### src/rtl/slp_pkg.sv
package slp_pkg;

   // State codes double as depth ordering: a larger code is a deeper state.
   typedef enum logic [2:0] {
      ST_S0 = 3'd0,
      ST_S1 = 3'd1,
      ST_S3 = 3'd3,
      ST_S4 = 3'd4,
      ST_S5 = 3'd5
   } slp_state_e;

   localparam int NUM_PLANES = 3;

   // Shallowest state code at which plane i is switched off.
   function automatic logic [2:0] plane_floor(input int idx);
      case (idx)
         0:       plane_floor = 3'd1;
         1:       plane_floor = 3'd3;
         default: plane_floor = 3'd4;
      endcase
   endfunction

   function automatic logic code_valid(input logic [2:0] code);
      code_valid = (code == 3'd1) || (code == 3'd3) ||
                   (code == 3'd4) || (code == 3'd5);
   endfunction

endpackage

### src/rtl/slp_sync.sv
module slp_sync #(
   parameter int STAGES = 2
) (
   input  logic clk,
   input  logic rst_n,
   input  logic d,
   output logic q
);

   if (STAGES < 2) begin : g_bad_stages
      $error("slp_sync: STAGES must be at least 2");
   end

   logic [STAGES-1:0] sh;

   always_ff @(posedge clk or negedge rst_n) begin
      if (!rst_n) sh <= '0;
      else        sh <= {sh[STAGES-2:0], d};
   end

   assign q = sh[STAGES-1];

   // output only moves toward a value the input held before
   a_r11_sync_follow: assert property (@(posedge clk) disable iff (!rst_n)
      (q != $past(q)) |-> (q == $past(sh[STAGES-2])));

endmodule

### src/rtl/slp_hold_timer.sv
module slp_hold_timer #(
   parameter int CYCLES_PER_SEC = 32768,
   parameter int HOLD_SEC       = 4
) (
   input  logic clk,
   input  logic rst_n,
   input  logic held,
   output logic fire
);

   if (CYCLES_PER_SEC < 1) begin : g_bad_cps
      $error("slp_hold_timer: CYCLES_PER_SEC must be positive");
   end
   if (HOLD_SEC < 1) begin : g_bad_hold
      $error("slp_hold_timer: HOLD_SEC must be positive");
   end

   localparam int LIMIT = HOLD_SEC * CYCLES_PER_SEC + 1;
   localparam int CW    = $clog2(LIMIT + 1);
   localparam logic [CW-1:0] LIM_V  = CW'(LIMIT);
   localparam logic [CW-1:0] LIM_M1 = CW'(LIMIT - 1);

   logic [CW-1:0] cnt;

   always_ff @(posedge clk or negedge rst_n) begin
      if (!rst_n)           cnt <= '0;
      else if (!held)       cnt <= '0;
      else if (cnt != LIM_V) cnt <= cnt + 1'b1;
   end

   assign fire = held && (cnt == LIM_M1);

   // count saturates and the override fires once per hold
   always_comb begin
      if (rst_n) a_r8_sat: assert (cnt <= LIM_V);
   end

   a_r8_fire_once: assert property (@(posedge clk) disable iff (!rst_n)
      fire |=> !fire);

   a_r8_release_clears: assert property (@(posedge clk) disable iff (!rst_n)
      !held |=> !fire);

endmodule

### src/rtl/slp_fsm.sv
module slp_fsm
   import slp_pkg::*;
(
   input  logic       clk,
   input  logic       rst_n,
   input  logic       press,
   input  logic       ovr_fire,
   input  logic       ring_act,
   input  logic       req,
   input  logic [2:0] req_code,
   output slp_state_e st,
   output logic       btn_irq,
   output logic       wake_pulse
);

   slp_state_e st_n;
   logic       lock, lock_n, irq_n, wake_n;

   always_comb begin
      st_n   = st;
      lock_n = lock;
      irq_n  = 1'b0;
      wake_n = 1'b0;
      if (ovr_fire) begin
         st_n   = ST_S5;
         lock_n = 1'b1;
      end else if (st != ST_S0) begin
         if (press || (ring_act && !lock)) begin
            st_n   = ST_S0;
            wake_n = 1'b1;
         end
      end else begin
         irq_n = press;
         if (req && code_valid(req_code)) begin
            st_n   = slp_state_e'(req_code);
            lock_n = 1'b0;
         end
      end
   end

   always_ff @(posedge clk or negedge rst_n) begin
      if (!rst_n) begin
         st         <= ST_S5;
         lock       <= 1'b0;
         btn_irq    <= 1'b0;
         wake_pulse <= 1'b0;
      end else begin
         st         <= st_n;
         lock       <= lock_n;
         btn_irq    <= irq_n;
         wake_pulse <= wake_n;
      end
   end

   // a sleep state is left only for S0 or a forced S5
   a_r5_sleep_stays: assert property (@(posedge clk) disable iff (!rst_n)
      (st != ST_S0 && !ovr_fire) |=> (st == $past(st) || st == ST_S0));

   // a locked sleep state ignores the ring input
   a_r10_lock_ignores_ring: assert property (@(posedge clk) disable iff (!rst_n)
      (lock && st != ST_S0 && !press && !ovr_fire) |=> (st == $past(st)));

   // the interrupt request follows a press made while working
   a_r6_irq_from_s0: assert property (@(posedge clk) disable iff (!rst_n)
      $rose(btn_irq) |-> ($past(st) == ST_S0));

   // every wake lands in S0 and lasts one cycle
   a_r7_wake_to_s0: assert property (@(posedge clk) disable iff (!rst_n)
      wake_pulse |-> (st == ST_S0));
   a_r7_wake_single: assert property (@(posedge clk) disable iff (!rst_n)
      wake_pulse |=> !wake_pulse);

endmodule

### src/rtl/slp_plane_dec.sv
module slp_plane_dec
   import slp_pkg::*;
#(
   parameter int PLANES = NUM_PLANES
) (
   input  slp_state_e        st,
   output logic [PLANES-1:0] planes_n
);

   if (PLANES < 1 || PLANES > NUM_PLANES) begin : g_bad_planes
      $error("slp_plane_dec: PLANES out of range");
   end

   for (genvar i = 0; i < PLANES; i++) begin : g_plane
      localparam logic [2:0] FLOOR = plane_floor(i);
      assign planes_n[i] = !(st >= FLOOR);
   end

endmodule

### src/rtl/slp_plane_ctrl.sv
module slp_plane_ctrl
   import slp_pkg::*;
#(
   parameter int CYCLES_PER_SEC = 32768,
   parameter int HOLD_SEC       = 4,
   parameter int SYNC_STAGES    = 2
) (
   input  logic       clk,
   input  logic       rsm_rst_n,
   input  logic       pwr_ok,
   input  logic       pwrbtn_n,
   input  logic       ring_in,
   input  logic       ri_en_we,
   input  logic       ri_en_d,
   input  logic       slp_req,
   input  logic [2:0] slp_code,
   output logic       plane_lite_n,
   output logic       plane_mid_n,
   output logic       plane_deep_n,
   output logic       bus_rst_n,
   output logic       btn_irq,
   output logic       wake_pulse
);

   logic                  pok_s;
   logic                  held, held_q, press, ovr_fire;
   logic                  ri_en;
   slp_state_e            st;
   logic [NUM_PLANES-1:0] planes_n;

   slp_sync #(.STAGES(SYNC_STAGES)) u_pok_sync (
      .clk  (clk),
      .rst_n(rsm_rst_n),
      .d    (pwr_ok),
      .q    (pok_s)
   );

   assign bus_rst_n = pok_s;

   // Button edge detect: a press is the first sampled low cycle.
   assign held = !pwrbtn_n;

   always_ff @(posedge clk or negedge rsm_rst_n) begin
      if (!rsm_rst_n) held_q <= 1'b0;
      else            held_q <= held;
   end

   assign press = held && !held_q;

   // Ring wake enable: resume-domain sticky bit, writable only with core power.
   always_ff @(posedge clk or negedge rsm_rst_n) begin
      if (!rsm_rst_n)             ri_en <= 1'b0;
      else if (ri_en_we && pok_s) ri_en <= ri_en_d;
   end

   slp_hold_timer #(
      .CYCLES_PER_SEC(CYCLES_PER_SEC),
      .HOLD_SEC      (HOLD_SEC)
   ) u_hold (
      .clk  (clk),
      .rst_n(rsm_rst_n),
      .held (held),
      .fire (ovr_fire)
   );

   slp_fsm u_fsm (
      .clk       (clk),
      .rst_n     (rsm_rst_n),
      .press     (press),
      .ovr_fire  (ovr_fire),
      .ring_act  (ring_in && ri_en),
      .req       (slp_req),
      .req_code  (slp_code),
      .st        (st),
      .btn_irq   (btn_irq),
      .wake_pulse(wake_pulse)
   );

   slp_plane_dec #(.PLANES(NUM_PLANES)) u_dec (
      .st      (st),
      .planes_n(planes_n)
   );

   assign plane_lite_n = planes_n[0];
   assign plane_mid_n  = planes_n[1];
   assign plane_deep_n = planes_n[2];

   // plane ranges are nested
   a_r3_mid_nested: assert property (@(posedge clk) disable iff (!rsm_rst_n)
      !plane_mid_n |-> !plane_lite_n);
   a_r4_deep_nested: assert property (@(posedge clk) disable iff (!rsm_rst_n)
      !plane_deep_n |-> !plane_mid_n);

   // enable cannot change while core power is not good
   a_r12_sticky: assert property (@(posedge clk) disable iff (!rsm_rst_n)
      !pok_s |=> $stable(ri_en));

   // a forced soft-off leaves every plane off
   a_r8_override_off: assert property (@(posedge clk) disable iff (!rsm_rst_n)
      ovr_fire |=> (!plane_lite_n && !plane_mid_n && !plane_deep_n));

   // interrupt and wake never coincide
   a_r6_irq_not_wake: assert property (@(posedge clk) disable iff (!rsm_rst_n)
      !(btn_irq && wake_pulse));

endmodule

### config.mk
export PLATFORM = sky130hd
export DESIGN_NAME = slp_plane_ctrl
export DESIGN_NICKNAME = d
export VERILOG_FILES = /design/src/rtl/slp_pkg.sv /design/src/rtl/slp_sync.sv /design/src/rtl/slp_hold_timer.sv /design/src/rtl/slp_fsm.sv /design/src/rtl/slp_plane_dec.sv /design/src/rtl/slp_plane_ctrl.sv
export SDC_FILE = /design/constraint.sdc
export NUM_CORES = 1
export LEC_CHECK = 0
export ABC_CLOCK_PERIOD_IN_PS = 2150
export CAP_MARGIN = 15
export CORE_UTILIZATION = 55
export CTS_BUF_LIST = sky130_fd_sc_hd__clkbuf_16
export DETAILED_ROUTE_END_ITERATION = 12
export DONT_BUFFER_PORTS = 1
export PLACE_DENSITY = 0.7
export REMOVE_ABC_BUFFERS = 1
export SETUP_SLACK_MARGIN = 0.05
export SLEW_MARGIN = 10
export SYNTH_ARGS = -nofsm -noshare
export SYNTH_HDL_FRONTEND = slang
export SYNTH_SLANG_ARGS = --single-unit
### constraint.sdc
create_clock -name clk -period 2.15 [get_ports clk]
set_clock_uncertainty 0.15 [all_clocks]
set_input_delay 0.1075 -clock clk [delete_from_list [all_inputs] [get_ports clk]]
set_output_delay 0.1075 -clock clk [all_outputs]
set_load 0.005 [all_outputs]
==> qor.csv, run 1 <==
metric;value;unit
status;finished, final reports clean;
Tmin final;1.986;ns
setup violators final;0;
vias in the first global route;1047;
number of flops mapped to enable cells by yosys;0;
TritonCTS Buffers;3;
commonest non-fill, non-tap cell in the layout;dfrtp_1;
Hold Worst Slack;0.01438;ns
TNS Setup;0;ns
Max transition margin;48.78;%
number of H-tree levels;1;
die area;2806;sq um
grt total ovfl;0;
Synth Register Bits;28;
Placed Cells;166;
top_reg_cell synth;dfrtp_1;
Layout Utilization;67.23;%
M1 GR Usage;30.15;%
routed vias/inst;6.179;
number of max-cap violations;0;
routability cong.;0.8465;
library cells used by synthesis;37;
post-DP HPWL;1883;um
Cell Area, Synth;1429;sq um
layout cells sized above 1;11.41;%
most used cells in the layout excluding fill and tap cells;dfrtp_1, nor2_1, xor2_1, nand2_1, dlygate4sd3_1;
area leader, netlist;dfrtp_1;
max-slew violations;0;
initial antenna violation count;0;
top cells by area in the synthesized netlist;dfrtp_1, xor2_1, dfstp_2;
top cell type's share of synthesized area;45.53;%
CTS tree;done;
Die H;52.97;um
clock sinks;28;
GR peak layer;met2;
Clock transition at path regs;0.07;ns
Clock Tree Root;clkbuf_16;
area delta synth->final;15.50;%
Peak VDD IR;0.6495;mV
ant diodes;0;
Nets;164;
Syn. warnings;0;
Site Rows;18;
final total power;1383;uW
Max Freq;503.6;MHz
CP required;2.18;ns
first-pass GRT wire length;4892;um
CTS Buffer Depth;2;
CP Max Fanout;6;
gr usage total;24.33;%
Final period util;92.36;%
cell area power density;838.3;nW/um^2
I/O pin cnt;17;
Min-Delay Path Class;in -> reg;
WL final;3011;um
DR iter-0 viols;37;
maximum number of pins on one net before global-route repair;29;
Finished Layout Cells;179;
# Post-CTS Setup Buffers;0;
ANT nets after route;0;
Synth Area per Inst;10.28;sq um
DRT Pass-1 Iters;4;
clock latency on the worst-skew pair;0.27;ns
DRC errors left;0;
Die W;52.97;um
met2 Use GR;43.46;%
DR vias;1106;
Layout fillers;175;
crit path DAT;2.01;ns
Core Area;2455;sq um
input/output buffers;0;
Setup crit start kind;flop;
M3 GR Usage;5.460;%
Pleak;0.0007457;uW
Worst setup EP type;flop;
critical path class;reg -> reg;
Slew @ Worst Pin;0.7658;ns
RSZ-0062 raised after global routing;no;
Starting Density;58.21;%
final hold violations;0;
sequential share of the synthesized area;49.21;%
DR WL/cell;16.82;um
Synth Instances;139;
asr flop ratio synth;100.0;%
## layer usage
layer / vias to the layer above / wire length (um)
li1: 520 / -
met2: 43 / 1525
met4: 0 / 27
met1: 540 / 1316
met3: 3 / 142
met5: - / 0
## cells by family after synthesis
| group | after synthesis | share of synthesized area [%] |
|---|---|---|
| simple gates | 62 | 25.74 |
| flops | 28 | 49.21 |
| compound gates | 22 | 10.16 |
| buf+inv | 12 | 4.728 |
| xor+xnor | 11 | 6.742 |
| fa+ha+maj | 3 | 2.627 |
| mux | 1 | 0.7880 |
## worst paths after layout
| check | start | to | slack [ns] | cells past startpoint |
|---|---|---|---|---|
| worst max-delay path | u_hold.cnt[0]$_DFFE_PN0P_ | u_hold.cnt[16]$_DFFE_PN0P_ | 0.16 | 5 |
| worst min-delay path | slp_req | u_fsm.lock$_DFFE_PN0P_ | 0.01 | 2 |
| worst max register to register | u_hold.cnt[0]$_DFFE_PN0P_ | u_hold.cnt[16]$_DFFE_PN0P_ | 0.16 | 5 |
| worst min register to register | u_pok_sync.sh[0]$_DFF_PN0_ | u_pok_sync.sh[1]$_DFF_PN0_ | 0.21 | 0 |
| max in group asynchronous | rsm_rst_n | u_fsm.st[2]$_DFFE_PN1P_ | 1.50 | 2 |
| min in group asynchronous | rsm_rst_n | u_hold.cnt[11]$_DFFE_PN0P_ | 0.12 | 2 |
## flip-flops by register name, summed over array words and instances (netlist names)
signal	flops
ri_en	1
u_fsm.lock	1
held_q	1
u_pok_sync.sh	2
u_fsm.btn_irq	1
u_hold.cnt	18
u_fsm.st	3
u_fsm.wake_pulse	1
## area by class of cell
class,count,area [sq um],share of cell area [%]
clock buffers,3,75.07,4.549
inverters,6,22.52,1.365
flip-flops and latches,28,703.2,42.61
repair buffers,12,122.6,7.430
clock inverters,1,30.03,1.820
multi-input cells,99,659.4,39.95
well taps,30,37.54,2.274
## cell usage after synthesis (3+ instances only)
cell type,count
xor2_1,11
a22oi_1,3
nor4_1,5
dfrtp_1,26
and4_1,3
nor2_1,12
o21ai_0,4
ha_1,3
and3_1,3
nand2_1,10
nand4_1,5
a21oi_1,7
inv_1,6
nor3_1,3
nand3_1,6
## metrics by stage
step | setup slack, ns | instance area [sq um]
final | 0.1643 | 1650
after global routing | 0.08177 | 1650
after floorplan | 0.2170 | 1384
after CTS | 0.1205 | 1649
after detailed placement | 0.1523 | 1444
after global placement | 0.2403 | 1444
## worst max-delay path: stages, from the launching register on
cell,delay (ns)
dfrtp_1,0.44
ha_1,0.24
and4_1,0.28
nand2_4,0.05
or4_4,0.51
a221oi_2,0.24
## where the power goes
| part | internal, uW | switching [uW] |
|---|---|---|
| registers | 594 | 42.6 |
| clock network | 371 | 180 |
| logic | 81.7 | 114 |
| total | 1050 | 337 |
## repair_timing
action / 4_1_cts / 5_1_grt
gates resized for setup: 0 / 1
endpoints found under the setup margin: 0 / 1
endpoints found under the hold margin: 54 / 0
hold buffers: 9 / 0
(Power assumes the default switching activity.)
==> run 2: changes to the inputs <==
Settings changed: ABC_AREA from default to 1, RECOVER_POWER from default to 50.
==> run 2 against run 1 <==
Combinational power increased by 28%. Non-clock buffer count down 3. Clock power fell by 1%. Power grew 3.3%. Global-route usage decreased by 3.3 points. Sequential share of layout area shrank 1.0 points. Highest routed layer unchanged. Critical path depth is 3 higher. Cell count increased by 28%. Register-to-register slack gained 0.26 ns. Critical endpoint is now u_hold.cnt[12]$_DFFE_PN0P_. Final area rose by 2.5%.
==> qor.csv, run 2 <==
metric;value;unit;change
max-slew violations;0;;unchanged
DR WL/cell;11.93;um;was 16.82 um
Clock transition at path regs;0.07;ns;about the same
DR vias;1261;;was 1106
number of flops mapped to enable cells by yosys;0;;unchanged
CTS Buffer Depth;2;;unchanged
Largest register FFs;18;;unchanged
asr flop ratio synth;100.0;%;unchanged
TNS Setup;0;ns;unchanged
# Post-CTS Setup Buffers;0;;unchanged
Nets;215;;was 164
Layout fillers;194;;was 175
initial antenna violation count;0;;unchanged
Clock Tree Root;clkbuf_16;;unchanged
DRT Pass-1 Iters;4;;unchanged
RSZ-0062 raised after global routing;no;;unchanged
Clock power frac;38.1;%;was 39.8%
post-DP HPWL;1962;um;was 1883 um
clock sinks;28;;unchanged
clock latency on the worst-skew pair;0.26;ns;was 0.27 ns
Max transition margin;20.51;%;was 48.78%
setup violators final;0;;unchanged
TritonCTS Buffers;3;;unchanged
count leader, synth;nand2_1;;was dfrtp_1
power share of the sequential group;44.4;%;was 46.0%
Site Rows;18;;unchanged
Worst setup EP type;flop;;unchanged
Synth Instances;188;;was 139
number of max-cap violations;0;;unchanged
final total power;1429;uW;was 1383 uW
layout cells sized above 1;7.500;%;was 11.41%
CP Max Fanout;8;;was 6
Tmin final;1.726;ns;was 1.986 ns
CTS tree;done;;unchanged
routed vias/inst;5.483;;was 6.179
number of H-tree levels;1;;unchanged
area leader, netlist;dfrtp_1;;unchanged
Comb pwr share;17.5;%;was 14.1%
top flop regs;u_hold.cnt: 18 flops, u_fsm.st: 3 flops, u_pok_sync.sh: 2 flops;;unchanged
CP peak stage delay;0.44;ns;was 0.51 ns
crit path DAT;1.74;ns;was 2.01 ns
internal power;1050;uW;was 1047 uW
worst-path cell with the longest stage delay;dfrtp_1;;was or4_4
Final period util;80.28;%;was 92.36%
Syn. warnings;0;;unchanged
Commonest cells post-synth;nand2_1, dfrtp_1, inv_1, nor2_1, a21oi_1;;was dfrtp_1, nor2_1, xor2_1
Min-Delay Path Class;in -> reg;;unchanged
Most flops, register;u_hold.cnt;;unchanged
status;finished, final reports clean;;unchanged
Slew @ Worst Pin;1.192;ns;was 0.7658 ns
Setup crit start kind;flop;;unchanged
Finished Layout Cells;230;;was 179
top cell type's share of synthesized area;44.52;%;was 45.53%
area delta synth->final;15.75;%;was 15.50%
worst-path cell chain;ha_1, nand3_2, nor3_4, nand2_4, nor2_1, nand2_1, nand2_1, nor2_1;;was ha_1, and4_1, nand2_4, or4_4, a221oi_2
library cells used by synthesis;23;;was 37
hold_sp;slp_code[2];;was slp_req
grt total ovfl;0;;unchanged
ant diodes;0;;unchanged
gr usage total;21.02;%;was 24.33%
Starting Density;58.46;%;was 58.21%
Peak VDD IR;0.7137;mV;was 0.6495 mV
Synth Area per Inst;7.773;sq um;was 10.28 sq um
DRC errors left;0;;unchanged
die area;2867;sq um;was 2806 sq um
Cell Area, Synth;1461;sq um;was 1429 sq um
vias in the first global route;1063;;was 1047
first-pass GRT wire length;4388;um;was 4892 um
Placed Cells;217;;was 166
critical path class;reg -> reg;;unchanged
Core Area;2500;sq um;was 2455 sq um
CP Launch Point;u_hold.cnt[0]$_DFFE_PN0P_;;unchanged
Psw;378.4;uW;was 336.6 uW
WL final;2744;um;was 3011 um
CP bufs+invs;0;;unchanged
cell area power density;844.5;nW/um^2;was 838.3 nW/um^2
maximum number of pins on one net before global-route repair;29;;unchanged
Critical R2R Launch;u_hold.cnt[0]$_DFFE_PN0P_;;unchanged
Die H;53.55;um;was 52.97 um
input/output buffers;0;;unchanged
Synth Register Bits;28;;unchanged
family with the most delay on the worst path;simple AND/OR/NAND/NOR gates;;unchanged
Switching Fraction;26.49;%;was 24.33%
top_reg_cell synth;dfrtp_1;;unchanged
Pleak;0.0008202;uW;was 0.0007457 uW
Max Freq;579.4;MHz;was 503.6 MHz
DR iter-0 viols;36;;was 37
final hold violations;0;;unchanged
top cells by area in the synthesized netlist;dfrtp_1, nand2_1, inv_1;;was dfrtp_1, xor2_1, dfstp_2
Die W;53.55;um;was 52.97 um
I/O pin cnt;17;;unchanged
routability cong.;0.8287;;was 0.8465
CP required;2.16;ns;was 2.18 ns
commonest non-fill, non-tap cell in the layout;nand2_1;;was dfrtp_1
most used cells in the layout excluding fill and tap cells;nand2_1, dfrtp_1, inv_1, nor2_1, a21oi_1;;was dfrtp_1, nor2_1, xor2_1, nand2_1, dlygate4sd3_1
sequential share of the synthesized area;48.12;%;was 49.21%
ANT nets after route;0;;unchanged
## run 2: changes by cell type after synthesis, moves of 6 or more
cell and change:
o21ai_0 +6, nand2_1 +39, xor2_1 -11, inv_1 +17, a21oi_1 +7, nor2_1 +11
## run 2: routing by layer
layer,track usage [%],vias up,share of wire [%]
met4,7.895,0,0.47
met2,32.08,24,47
li1,-,637,-
met5,0,-,0
met3,2.542,2,3.2
met1,30.36,598,49
## run 2: cell families after synthesis
| kind of cell | share of synthesized area, % |
|---|---|
| buf+inv | 6.506 |
| flops | 48.12 |
| simple gates | 31.25 |
| fa+ha+maj | 2.569 |
| compound gates | 11.56 |
## run 2: metrics by stage
step | hold slack, ns | instance area (sq um) | util [%] | setup WS, ns
floorplan | -0.3381 | 1456 | - | 0.6134
global placement | -0.3375 | 1494 | 59.76 | 0.5176
detailed placement | -0.3375 | 1494 | 59.76 | 0.4603
CTS | 0.02844 | 1699 | 67.97 | 0.4282
global route | 0.03122 | 1692 | 67.67 | 0.2622
finish | 0.02810 | 1692 | 67.67 | 0.4241
## run 2: worst register-to-register path, cell delays in order (launching register included)
cell and delay [ns]:
dfrtp_1 0.44, ha_1 0.25, nand3_2 0.14, nor3_4 0.32, nand2_4 0.09, nor2_1 0.10, nand2_1 0.05, nand2_1 0.05
nor2_1 0.04
## run 2: final timing paths
path                       depth (start not counted)                    endpoint  slack [ns]
max                                                8  u_hold.cnt[12]$_DFFE_PN0P_        0.42
min                                                3      u_fsm.lock$_DFFE_PN0P_        0.03
max reg2reg                                        8  u_hold.cnt[12]$_DFFE_PN0P_        0.42
min reg2reg                                        0  u_pok_sync.sh[1]$_DFF_PN0_        0.22
max in group asynchronous                          2   u_hold.cnt[2]$_DFFE_PN0P_        0.58
min in group asynchronous                          2  u_hold.cnt[12]$_DFFE_PN0P_        0.56
## run 2: layout make-up
class                   instances  area (sq um)  share of cell area, %
flip-flops and latches         28         703.2                  41.57
multi-input cells             135         663.1                  39.20
repair buffers                  9         92.59                  5.473
inverters                      24         90.09                  5.325
clock buffers                   3         75.07                  4.438
well taps                      30         37.54                  2.219
clock inverters                 1         30.03                  1.775
## run 2: power groups by stage
stage / Clock [uW] / Sequential (uW) / Combinational [uW]
after global placement: 0 / 640 / 210
final: 544 / 634 / 251
after global routing: 578 / 639 / 281
after CTS: 553 / 633 / 249
after detailed placement: 0 / 643 / 217
after floorplan: 0 / 632 / 183
## run 2: timing repair
item	in CTS	in global routing
gates resized for setup	0	0
hold endpoints to repair	53	0
hold buffers	9	0
